**config.mk**
```make
export PLATFORM = sky130hd
export DESIGN_NAME = dist_glob_regs
export DESIGN_NICKNAME = d
export VERILOG_FILES = /design/src/rtl/dist_glob_pkg.sv /design/src/rtl/glob_ctrl_reg.sv /design/src/rtl/glob_ident_words.sv /design/src/rtl/glob_read_port.sv /design/src/rtl/dist_glob_regs.sv
export SDC_FILE = /design/constraint.sdc
export NUM_CORES = 1
export LEC_CHECK = 0
export BUFFER_PORTS_ARGS = -buffer_cell sky130_fd_sc_hd__clkbuf_2
export CAP_MARGIN = 30
export CORE_MARGIN = 4
export CORE_UTILIZATION = 30
export CTS_BUF_LIST = sky130_fd_sc_hd__clkbuf_2 sky130_fd_sc_hd__clkbuf_4 sky130_fd_sc_hd__clkbuf_8
export DETAILED_ROUTE_END_ITERATION = 10
export GPL_TIMING_DRIVEN = 0
export PLACE_DENSITY_LB_ADDON = 0.2
export SETUP_SLACK_MARGIN = 0.3
export SLEW_MARGIN = 20
export SYNTH_ARGS = -nofsm -noshare
export SYNTH_HDL_FRONTEND = slang
export SYNTH_SLANG_ARGS = --single-unit
```
**constraint.sdc**
```tcl
create_clock -name clk -period 0.88 [get_ports clk]
set_input_delay 0.088 -clock clk [delete_from_list [all_inputs] [get_ports clk]]
set_output_delay 0.088 -clock clk [all_outputs]
set_load 0.02 [all_outputs]
```
**src/rtl/dist_glob_pkg.sv**
```systemverilog
package dist_glob_pkg;
  localparam int WORD_W = 32;

  // Word select decoded from address bits [3:2]
  typedef enum logic [1:0] {
    OFS_CTRL  = 2'd0,
    OFS_CAPS  = 2'd1,
    OFS_IDENT = 2'd2,
    OFS_SPARE = 2'd3
  } glob_ofs_e;
endpackage

```
**src/rtl/glob_ctrl_reg.sv**
```systemverilog
module glob_ctrl_reg (
  input  logic clk,
  input  logic rst,
  input  logic wr_ctrl,
  input  logic wr_bit,
  output logic enable_q,
  output logic wake_q
);
  always_ff @(posedge clk) begin
    if (rst) begin
      enable_q <= 1'b0;
      wake_q   <= 1'b0;
    end else begin
      wake_q <= wr_ctrl & wr_bit & ~enable_q;
      if (wr_ctrl) enable_q <= wr_bit;
    end
  end
endmodule

```
**src/rtl/glob_ident_words.sv**
```systemverilog
module glob_ident_words #(
  parameter int          NUM_SHARED   = 96,
  parameter int          NUM_CPUS     = 4,
  parameter logic [7:0]  PRODUCT_CODE = 8'h4B,
  parameter logic [11:0] IMPL_CODE    = 12'h43B
) (
  output logic [dist_glob_pkg::WORD_W-1:0] caps_word,
  output logic [dist_glob_pkg::WORD_W-1:0] ident_word
);
  localparam int         TOTAL_LINES = NUM_SHARED + 32;
  localparam logic [4:0] LINE_FIELD  = 5'(TOTAL_LINES / 32 - 1);
  localparam logic [2:0] CPU_FIELD   = 3'(NUM_CPUS - 1);

  assign caps_word  = {24'd0, CPU_FIELD, LINE_FIELD};
  assign ident_word = {PRODUCT_CODE, 12'd0, IMPL_CODE};
endmodule

```
**src/rtl/glob_read_port.sv**
```systemverilog
module glob_read_port (
  input  logic                             clk,
  input  logic                             rst,
  input  logic                             rd,
  input  dist_glob_pkg::glob_ofs_e         ofs,
  input  logic                             enable,
  input  logic [dist_glob_pkg::WORD_W-1:0] caps_word,
  input  logic [dist_glob_pkg::WORD_W-1:0] ident_word,
  output logic [dist_glob_pkg::WORD_W-1:0] rdata_q
);
  import dist_glob_pkg::*;
  logic [WORD_W-1:0] sel_word;

  always_comb begin
    case (ofs)
      OFS_CTRL:  sel_word = {{(WORD_W-1){1'b0}}, enable};
      OFS_CAPS:  sel_word = caps_word;
      OFS_IDENT: sel_word = ident_word;
      default:   sel_word = '0;
    endcase
  end

  always_ff @(posedge clk) begin
    if (rst)     rdata_q <= '0;
    else if (rd) rdata_q <= sel_word;
  end
endmodule

```
**src/rtl/dist_glob_regs.sv**
```systemverilog
module dist_glob_regs #(
  parameter int          ADDR_W       = 4,
  parameter int          NUM_SHARED   = 96,
  parameter int          NUM_CPUS     = 4,
  parameter logic [7:0]  PRODUCT_CODE = 8'h4B,
  parameter logic [11:0] IMPL_CODE    = 12'h43B
) (
  input  logic              clk,
  input  logic              rst,
  input  logic              bus_wr,
  input  logic              bus_rd,
  input  logic [ADDR_W-1:0] bus_addr,
  input  logic [31:0]       bus_wdata,
  output logic [31:0]       bus_rdata,
  output logic              dist_enable,
  output logic              wake_pulse
);
  import dist_glob_pkg::*;

  glob_ofs_e   ofs;
  logic        wr_ctrl;
  logic [31:0] caps_word;
  logic [31:0] ident_word;
  logic        unused_bus_bits;

  assign ofs             = glob_ofs_e'(bus_addr[3:2]);
  assign wr_ctrl         = bus_wr && (ofs == OFS_CTRL);
  assign unused_bus_bits = ^{bus_wdata[31:1], bus_addr[1:0]};

  glob_ctrl_reg u_ctrl (
    .clk      (clk),
    .rst      (rst),
    .wr_ctrl  (wr_ctrl),
    .wr_bit   (bus_wdata[0]),
    .enable_q (dist_enable),
    .wake_q   (wake_pulse)
  );

  glob_ident_words #(
    .NUM_SHARED   (NUM_SHARED),
    .NUM_CPUS     (NUM_CPUS),
    .PRODUCT_CODE (PRODUCT_CODE),
    .IMPL_CODE    (IMPL_CODE)
  ) u_ident (
    .caps_word  (caps_word),
    .ident_word (ident_word)
  );

  glob_read_port u_rd (
    .clk        (clk),
    .rst        (rst),
    .rd         (bus_rd),
    .ofs        (ofs),
    .enable     (dist_enable),
    .caps_word  (caps_word),
    .ident_word (ident_word),
    .rdata_q    (bus_rdata)
  );
endmodule

```
==> Word level (Yosys, flattened, before mapping) <==
Index checks and enable logic that the tools add are counted.
{ "totals": {"latchBits": 0, "mem_bits_ro": 0, "output_inout_bits": 34, "n_memories": 0, "input_bits": 40, "reg_bits": 34, "elab_cells": 11, "ramBits": 0} }
{ "classes": {"div_mod_pow": 0, "shifts": 0, "n_lt_le_gt_ge": 0, "n_addsub": 0, "muxes": 1, "n_reduce_logical": 2, "mul": 0, "n_bitwise": 3, "n_eq_ne": 2} }
{ "op_table": {"columns": ["op", "count"], "rows": [
  ["$pmux W31 S3", 1],
  ["$and A1 B1 Y1", 2],
  ["$eq A2 B1 Y1 const B", 1],
  ["$eq A2 B2 Y1 const B", 1],
  ["$logic_not A2 Y1", 1],
  ["$logic_and A1 B1 Y1", 1],
  ["$not A1 Y1", 1]
]} }

==> Longest topological paths before layout <==
{ "depth": {"ltp_word": 4, "mapped_depth": 4, "ltp_nobuf": 4} }

==> Cells and area by module <==
A second synthesis with hierarchy kept.
{ "unflattened": {"hier_cells": 221, "area_unflattened_um2": 2219.6} }
{ "by_module_without_submodules": {"columns": ["module", "cells_each", "area_each_um2", "n_inst"], "rows": [
  ["glob_read_port", 149, 1652.8, 1],
  ["glob_ident_words", 66, 488.0, 1],
  ["glob_ctrl_reg", 5, 66.3, 1],
  ["dist_glob_regs", 1, 12.5, 1]
]} }

==> Least setup slack after synthesis <==
No wires, ideal clock.
{ "synth_path": {"kind": "reg-to-reg", "startpoint": "register, netlist name u_ctrl.enable_q", "endpoint": "register u_ctrl.enable_q", "setup_ns": 0.070, "path_buffers": 0, "stages_incl_launch_ff": 3, "path_slack_ns": 0.010, "arrival_time_ns": 0.800, "cell_sequence": "dfxtp_1 > a21bo_2 > a21oi_1"} }
{ "synth_lines": {"columns": ["item", "line_no", "rtl"], "rows": [
  ["end signal, assigned", "glob_ctrl_reg.sv:15", "if (wr_ctrl) enable_q <= wr_bit;"],
  ["end, declared", "glob_ctrl_reg.sv:6", "output logic enable_q,"]
]} }

==> flow_summary.json <==
{
  "clock_latency_ns": 0.25,
  "yosys_register_bits": 6,
  "yosys.cell_count.top_type": "buf_4",
  "antenna_found_initial": 0,
  "p_sw_frac": 0.3157,
  "p_switching_uw": 316.1,
  "h-tree-depth": 1,
  "antenna_cells": 0,
  "cp_cell_sequence": "buf_6 -> buf_8",
  "die_width_microns": 48.69,
  "syn_inst": 57,
  "hold_buffers": 0,
  "die-area_sq_um": 2371,
  "core_area_sq_um": 1541,
  "vias_per_cell": 3.569,
  "synth_edf_count": 0,
  "clock.fmax_mhz": 1045,
  "vias": 414,
  "grt_pass1_vias": 397,
  "drtIter0Drc": 1,
  "grt-ovfl-total": 0,
  "yosysUniqueCellTypes": 14,
  "final-hold-violation-count": 0,
  "reg2reg_depth": 2,
  "r2r_setup_slack_ns": 0.10,
  "grt_max_degree": 9,
  "synth_area_sq_um": 496.7,
  "power_frac_comb": 0.387,
  "wl_mm": 1.004,
  "p_int_uw": 685.1,
  "ys_top_cells_by_area": "buf_4 (42%), dfxtp_1 (24%), ha_1 (10%)",
  "yosys.area.top_type": "buf_4",
  "fillers": 133,
  "crit_type": "flop to output port",
  "cpMaxStageDelayCell": "dfxtp_4",
  "detail-route-antenna-nets": 0,
  "gp_congestion": 0.6357,
  "rsz0062_at_grt": "true",
  "first_pass_iters": 2,
  "p_per_area_nw_per_um2": 1063,
  "setup_tns_ns": -0.5241,
  "area_growth_pct": 89.67,
  "synthDominantCellAreaShare": 0.4232,
  "synthArstFlopShare": 0,
  "worstPathRequired_ns": 0.79,
  "timing.final.crit_period_ns": 0.9573,
  "crit_path_max_incr_delay_ns": 0.41,
  "rows": 14,
  "reg2reg_to": "u_ctrl.enable_q",
  "cts_inserted_buffers": 3,
  "drv_cap": 0,
  "min_from": "bus_wdata[0]",
  "p_leak_nw": 0.5047,
  "yosysWarnings": 0,
  "worst_ep_arrival_time_ns": 0.87,
  "drc_errors": 0,
  "ys_seq_area_frac": 0.2418,
  "critPathMaxFanout": 8,
  "startpoint_type": "flop",
  "finalMaxSlewViolations": 0,
  "crit_family": "flip-flops",
  "min-delay-path-class": "input pin to flop",
  "ir_drop_mv": 0.8542,
  "reg2reg_from": "u_ctrl.enable_q",
  "synthTopCellsByCount": "buf_4 (28), dfxtp_1 (6), ha_1 (4), nor2_1 (4)",
  "grt_pass1_wl_mm": 1.593,
  "start_util": 0.3222,
  "p_total_mw": 1.001,
  "fin_ws_ns": -0.07735,
  "path_clk_slew_ns": 0.05,
  "cts_sinks": 6,
  "clkPwrFrac": 0.314,
  "skew_ns": 0.004217,
  "cts_tree": "built",
  "final_nets": 145,
  "pwr-share-seq": 0.299,
  "seq_area_sq_um": 135.1,
  "endpoint_kind": "output port",
  "die_y_microns": 48.69,
  "setup_viol": 8,
  "hold-path-cell-count": 3,
  "syn_avg_cell_area_sq_um": 8.714,
  "wl_per_cell_microns": 8.655,
  "multi_input_area_sq_um": 271.5,
  "critPathBufInv": 2,
  "cts_buffer_depth": 2,
  "status": "complete, but fails checks",
  "pin_count": 74,
  "violations": "setup timing",
  "hold_end": "u_ctrl.wake_q",
  "root_buffer": "clkbuf_4",
  "fin_crit_sh": 1.088,
  "ys.flop_type": "dfxtp_1",
  "drive_gt1_frac": 0.6600,
  "port_buffers": 18,
  "grt_usage": 0.08862,
  "dp_hpwl_microns": 818.4
}
## kinds of logic (layout without fill, tap and decap cells)
kind of cell,after synthesis,in the layout,synth area share
multiplexers,3,3,0.06046
other,1,21,0.007549
flip-flops,6,6,0.2418
buffers and inverters,32,55,0.4559
AO/OA/AOI/OAI,4,4,0.05794
AND/OR/NAND/NOR,7,7,0.07555
adder cells (fa/ha/maj),4,4,0.1008
## tightest hold or removal path, stage by stage
cell and delay [ns]:
clkbuf_2 0.09, nand4b_1 0.08, nor2_1 0.04
## placed cells by master (no fill, tap or decap), drive strengths merged
master / Yosys / final
mux2i: 3 / 3
conb: 1 / 21
buf: 28 / 41
dfxtp: 6 / 6
a21oi: 2 / 2
o32ai: 1 / 1
inv: 3 / 3
a21bo: 1 / 1
or3b: 1 / 1
clkbuf: 1 / 11
nand3: 1 / 1
ha: 4 / 4
nor2: 4 / 4
nand4b: 1 / 1
## layout make-up
type                       count  share of cell area
timing repair buffer          19              0.2377
inverter                       3             0.01195
tap                           16             0.02125
sequential                     6              0.1434
multi-input combinational     39              0.2882
buffer                        29              0.2656
clock buffer                   4             0.03187
## worst max path at each step
stage	start	end	slack, ns	depth (start not counted)
finish	u_rd.rdata_q[27]	bus_rdata[30]	-0.08	2
global route	u_rd.rdata_q[27]	bus_rdata[30]	-0.12	2
CTS	u_rd.rdata_q[27]	bus_rdata[27]	-0.11	2
detailed placement	bus_addr[2]	u_rd.rdata_q[0]	-0.07	4
global placement	bus_addr[2]	u_rd.rdata_q[0]	-0.04	4
floorplan	u_ctrl.enable_q	u_ctrl.enable_q	0.13	2
## timing repair
action	in CTS	in global routing
resized for setup	30	12
pin swaps	2	0
setup buffers	1	0
gates cloned	0	0
hold endpoints to repair	0	0
setup endpoints to repair	18	19
## registers in the layout, indices dropped and copies added (netlist names)
signal and cells:
u_rd.rdata_q 4, u_ctrl.enable_q 1, u_ctrl.wake_q 1
## metal layers
layer | GRT usage | wire (microns) | vias to the layer above
met5 | 0 | 0 | -
met4 | 0.09417 | 39 | 0
met3 | 0.03067 | 111 | 4
met2 | 0.1457 | 529 | 28
met1 | 0.07963 | 324 | 163
li1 | - | - | 219
## metrics by stage
step	cell area, sq um	setup WS (ns)	hold WS (ns)	cells	util
finish	942.2	-0.07735	0.08800	116	0.6112
global route	942.2	-0.1175	0.07759	116	0.6112
CTS	927.1	-0.1095	0.07572	116	0.6015
detailed placement	755.7	-0.06793	0.3373	111	0.4903
global placement	755.7	-0.04061	0.3330	111	0.4903
floorplan	645.6	0.1283	0.1451	77	-
## power by group through the flow
stage | registers, mW | clock network, mW | logic (mW)
floorplan | 0.314 | 0 | 0.245
global placement | 0.299 | 0 | 0.314
detailed placement | 0.300 | 0 | 0.316
CTS | 0.297 | 0.319 | 0.371
global route | 0.301 | 0.341 | 0.416
finish | 0.299 | 0.315 | 0.388
No activity file was read; power rests on OpenSTA's default activity.
